## src/rtl/fsg_pkg.sv

```systemverilog
package fsg_pkg;
  typedef struct packed {
    logic reload_on_upd;
    logic autoclr_on_upd;
    logic clr_hold;
  } sweep_ctrl_t;
endpackage

```

## src/rtl/fsg_rate_timer.sv

```systemverilog
module fsg_rate_timer #(
  parameter int unsigned RATE_W = 16
) (
  input  logic              clk_i,
  input  logic              rst_ni,
  input  logic              en_i,
  input  logic [RATE_W-1:0] rate_i,
  input  logic              reload_on_upd_i,
  input  logic              upd_i,
  output logic              tick_o,
  output logic [RATE_W-1:0] cnt_o
);
  localparam logic [RATE_W-1:0] ONE = RATE_W'(1);

  logic [RATE_W-1:0] cnt_q, rate_eff;

  // zero interval behaves like one
  assign rate_eff = (rate_i == '0) ? ONE : rate_i;
  assign tick_o   = en_i && (cnt_q == ONE);
  assign cnt_o    = cnt_q;

  always_ff @(posedge clk_i or negedge rst_ni) begin
    if (!rst_ni)                       cnt_q <= ONE;
    else if (!en_i)                    cnt_q <= rate_eff;
    else if (tick_o)                   cnt_q <= rate_eff;
    else if (upd_i && reload_on_upd_i) cnt_q <= rate_eff;
    else                               cnt_q <= cnt_q - ONE;
  end
endmodule

```

## src/rtl/fsg_offset_acc.sv

```systemverilog
module fsg_offset_acc #(
  parameter int unsigned FTW_W = 32
) (
  input  logic              clk_i,
  input  logic              rst_ni,
  input  fsg_pkg::sweep_ctrl_t ctrl_i,
  input  logic              upd_i,
  input  logic              tick_i,
  input  logic [FTW_W-1:0]  delta_i,
  output logic [FTW_W-1:0]  acc_o
);
  logic [FTW_W-1:0] acc_q;
  logic             clr_now;

  assign clr_now = ctrl_i.clr_hold || (ctrl_i.autoclr_on_upd && upd_i);
  assign acc_o   = acc_q;

  // clears outrank the step
  always_ff @(posedge clk_i or negedge rst_ni) begin
    if (!rst_ni)      acc_q <= '0;
    else if (clr_now) acc_q <= '0;
    else if (tick_i)  acc_q <= acc_q + delta_i;
  end
endmodule

```

## src/rtl/fsg_ftw_sum.sv

```systemverilog
module fsg_ftw_sum #(
  parameter int unsigned FTW_W = 32
) (
  input  logic             en_i,
  input  logic [FTW_W-1:0] base_i,
  input  logic [FTW_W-1:0] acc_i,
  output logic [FTW_W-1:0] ftw_o
);
  assign ftw_o = base_i + (en_i ? acc_i : '0);
endmodule

```

## src/rtl/freq_sweep_gen.sv

```systemverilog
module freq_sweep_gen #(
  parameter int unsigned FTW_W  = 32,
  parameter int unsigned RATE_W = 16
) (
  input  logic              clk_i,
  input  logic              rst_ni,
  input  logic              sweep_en_i,
  input  logic [RATE_W-1:0] rate_i,
  input  logic [FTW_W-1:0]  delta_i,
  input  logic [FTW_W-1:0]  base_ftw_i,
  input  logic              reload_on_upd_i,
  input  logic              autoclr_on_upd_i,
  input  logic              clr_hold_i,
  input  logic              upd_i,
  output logic [FTW_W-1:0]  ftw_o
);
  fsg_pkg::sweep_ctrl_t ctrl;
  logic                 tick;
  logic [RATE_W-1:0]    cnt;
  logic [FTW_W-1:0]     acc;

  assign ctrl = '{reload_on_upd: reload_on_upd_i,
                  autoclr_on_upd: autoclr_on_upd_i,
                  clr_hold: clr_hold_i};

  fsg_rate_timer #(.RATE_W(RATE_W)) i_timer (
    .clk_i, .rst_ni, .en_i(sweep_en_i), .rate_i,
    .reload_on_upd_i, .upd_i, .tick_o(tick), .cnt_o(cnt)
  );

  fsg_offset_acc #(.FTW_W(FTW_W)) i_acc (
    .clk_i, .rst_ni, .ctrl_i(ctrl), .upd_i, .tick_i(tick),
    .delta_i, .acc_o(acc)
  );

  fsg_ftw_sum #(.FTW_W(FTW_W)) i_sum (
    .en_i(sweep_en_i), .base_i(base_ftw_i), .acc_i(acc), .ftw_o
  );
endmodule

```

## config.mk

```make
export PLATFORM = sky130hd
export DESIGN_NAME = freq_sweep_gen
export DESIGN_NICKNAME = d
export VERILOG_FILES = /design/src/rtl/fsg_pkg.sv /design/src/rtl/fsg_rate_timer.sv /design/src/rtl/fsg_offset_acc.sv /design/src/rtl/fsg_ftw_sum.sv /design/src/rtl/freq_sweep_gen.sv
export SDC_FILE = /design/constraint.sdc
export NUM_CORES = 1
export LEC_CHECK = 0
export BUFFER_PORTS_ARGS = -buffer_cell sky130_fd_sc_hd__buf_2
export CORE_UTILIZATION = 32
export CTS_CLUSTER_SIZE = 28
export DETAILED_ROUTE_END_ITERATION = 10
export PLACE_DENSITY = 0.62
export SYNTH_ARGS = -nofsm -noshare
export SYNTH_HDL_FRONTEND = slang
export SYNTH_SLANG_ARGS = --single-unit
```

## constraint.sdc

```tcl
create_clock -name clk_i -period 4 [get_ports clk_i]
set_clock_uncertainty 0.15 [all_clocks]
set_input_delay 0 -clock clk_i [delete_from_list [all_inputs] [get_ports clk_i]]
set_output_delay 0 -clock clk_i [all_outputs]
set_load 0.005 [all_outputs]
```

==> results.sh <==
export IMPL_synth_adder_area_share=0.154
export IMPL_arrival_ns=3.57
export IMPL_hold_viol=0
export IMPL_synth_top_family_by_area="compound AO/OA/AOI/OAI gates"
export IMPL_worstMarginPinSlew_ns=0.853
export IMPL_synthCells=700
export IMPL_final_cells=1052
export IMPL_drive_above_1_share=0.177
export IMPL_ys_warn_count=0
export IMPL_clk_pin_slew_ns=0.07
export IMPL_fin_crit_sh=0.929
export IMPL_finalSetupTns_ns=0
export IMPL_port_buffers=118
export IMPL_synthSimpleGateAreaFrac=0.218
export IMPL_synth_cell_types=58
export IMPL_grt_max_degree=49
export IMPL_synth_compound_area_frac=0.261
export IMPL_die_x_um=133
export IMPL_hp_class="primary input to register"
export IMPL_drt_wl_total_um=15000
export IMPL_p_leak_nw=3.22
export IMPL_power_mw=1.23
export IMPL_cts_buffers=5
export IMPL_firstDrtPassIters=4
export IMPL_n_antenna_cell=0
export IMPL_post_drt_wl_per_cell_um=14.2
export IMPL_async_reset_ff_frac=1.00
export IMPL_end_kind="output port"
export IMPL_peakVddDrop_mv=0.156
export IMPL_cts_tree="yes"
export IMPL_register_area_um2=1200
export IMPL_area_growth_pct=21.6
export IMPL_gp_congestion=0.879
export IMPL_rsz0062_at_grt="false"
export IMPL_seq_area_frac_synth=0.221
export IMPL_clockBufferDepth=2
export IMPL_critPathMaxFanout=4
export IMPL_vias=5379
export IMPL_setup_ws_ns=0.282
export IMPL_final_min_clock_period_ns=3.72
export IMPL_start_util=0.329
export IMPL_synth_avg_cell_area_um2=7.79
export IMPL_ys_seq_elements=48
export IMPL_maxCapViolCount=0
export IMPL_nNetsFinal=984
export IMPL_die_y_um=133
export IMPL_ios=119
export IMPL_maxSlewHeadroom=0.431
export IMPL_maxSlewViolCount=0
export IMPL_synthesis_area_um2=5450
export IMPL_ant_nets=0
export IMPL_overflow=0
export IMPL_drt_initial_drc_count=261
export IMPL_synthFlopType="dfrtp_1"
export IMPL_dp_slack_ns=0.471
export IMPL_antenna_found_initial=0
export IMPL_power_density_nw_per_um2=185
export IMPL_viasPerCell=5.11
export IMPL_clock_latency_ns=0.29
export IMPL_htreeDepth=2
export IMPL_path_class="register to output port"
export IMPL_fill_cells=1729
export IMPL_drc=0
export IMPL_post_route_util=0.400
export IMPL_dieArea_um2=17600
export IMPL_mostFrequentLayoutCell="buf_2"
export IMPL_finalSetupViolations=0
export IMPL_yosys_area_share_xor_xnor=0.108
export IMPL_grt_pass1_vias=4999
export IMPL_core_um2=16600
export IMPL_root_buffer="clkbuf_16"
export IMPL_fmax_mhz=269
export IMPL_track_usage=0.171
export IMPL_layout_common_cells="buf_2 (118), a21oi_1 (81), nand2_1 (81)"
export IMPL_status="finished, final reports clean"
export IMPL_dp_cells=1026
export IMPL_syn_nets=853
export IMPL_synth_edf_count=0
export IMPL_cp_required_ns=3.85
export IMPL_cts_sinks=48
export IMPL_startpoint_type="register"
export IMPL_synthMuxAreaShare=0.00918
export IMPL_hpwl_um=11800
export IMPL_grt_pass1_wl_um=24500
export IMPL_multi_input_area_um2=4090
export IMPL_core_rowCount=47
synth_stat cells, types with 3 or more instances:
master | number | share of area
a21oi_1 | 81 | 0.074
nand2_1 | 81 | 0.056
ha_1 | 64 | 0.15
nor2_1 | 59 | 0.041
dfrtp_1 | 47 | 0.22
xnor2_1 | 44 | 0.071
o21ai_0 | 34 | 0.031
a21o_1 | 33 | 0.045
and2_1 | 32 | 0.037
xor2_1 | 23 | 0.037
inv_1 | 20 | 0.014
nand3_1 | 19 | 0.017
a31oi_1 | 18 | 0.021
clkbuf_1 | 17 | 0.012
nor3_1 | 15 | 0.014
a211oi_1 | 11 | 0.015
and3_1 | 9 | 0.010
o21a_1 | 9 | 0.012
nor2b_1 | 6 | 0.0069
mux2i_1 | 5 | 0.0092
nand2b_1 | 4 | 0.0046
nor4_1 | 4 | 0.0046
o21ai_1 | 4 | 0.0037
or4_1 | 4 | 0.0055
buf_2 | 3 | 0.0028
nand4_1 | 3 | 0.0034
o211ai_1 | 3 | 0.0041
o21bai_1 | 3 | 0.0041
o31a_1 | 3 | 0.0048
o31ai_1 | 3 | 0.0041
or3_1 | 3 | 0.0034
flip-flops by register name, summed over array words and instances, names as in the netlist:
signal and flops:
i_acc.acc_o 32, i_timer.cnt_o 16
cell type report:
cell class,instances,area share
clock inverters,2,0.00151
multi-input cells,611,0.617
flip-flops and latches,48,0.181
well taps,220,0.0415
inverters,20,0.0113
repair buffers,145,0.126
clock buffers,6,0.0209
report_power, final:
group | switching, mW | internal [mW] | leakage [nW] | total [mW]
Clock | 0.184 | 0.247 | 0.0766 | 0.431
Combinational | 0.150 | 0.128 | 2.52 | 0.278
Sequential | 0.0164 | 0.504 | 0.627 | 0.520
Total | 0.350 | 0.878 | 3.22 | 1.23
per-stage QoR:
| stage | hold slack (ns) | area, um2 |
|---|---|---|
| final | 0.00632 | 6630 |
| after global routing | 0.0437 | 6630 |
| after CTS | 0.00602 | 6630 |
| after detailed placement | 0.0138 | 6300 |
| after global placement | 0.0110 | 6300 |
| after floorplan | -0.446 | 5450 |
worst paths after layout:
check / startpoint / depth (start not counted) / endpoint / slack (ns)
setup / recovery: i_acc.acc_o[0] / 14 / ftw_o[30] / 0.28
hold / removal: clr_hold_i / 4 / i_acc.acc_o[30] / 0.006
setup reg to reg: i_acc.acc_o[0] / 13 / i_acc.acc_o[24] / 0.74
hold reg to reg: i_acc.acc_o[12] / 2 / i_acc.acc_o[12] / 0.39
max in group asynchronous: rst_ni / 3 / i_acc.acc_o[15] / 3.06
min in group asynchronous: rst_ni / 3 / i_timer.cnt_o[10] / 0.21
critical path, stage by stage, from the launching register on:
cell and delay [ns]:
dfrtp_1 0.40, and2_1 0.17, ha_1 0.21, fa_1 0.41, a21o_1 0.20, a21oi_1 0.22
o21ai_0 0.17, nand3_1 0.15, a31oi_1 0.12, o21ai_1 0.20, o21ai_1 0.17, o21a_1 0.24
a221oi_1 0.32, xnor2_1 0.16, buf_2 0.13
per-layer routing:
metal | vias up | GRT usage | wire length, um
met3 | 9 | 0.0241 | 822
met1 | 2451 | 0.233 | 7260
met2 | 121 | 0.289 | 6780
met5 | - | 0 | 0
met4 | 0 | 0.0313 | 122
li1 | 2798 | - | -
timing repair:
| action | 4_1_cts | 5_1_grt |
|---|---|---|
| resized for setup | 0 | 2 |
| endpoints found under the setup margin | 0 | 1 |
| hold buffers | 18 | 0 |
| buffers inserted | 0 | 0 |
| endpoints found under the hold margin | 64 | 0 |
cells by family (layout without fill, tap and decap cells):
logic type / after synthesis / in the layout
AO/OA/AOI/OAI: 225 / 225
XOR/XNOR: 67 / 67
adder cells (fa/ha/maj): 66 / 66
buffers and inverters: 41 / 173
flip-flops: 48 / 48
multiplexers: 5 / 5
AND/OR/NAND/NOR: 248 / 248
Note: power is estimated with default switching activity, not from simulation.
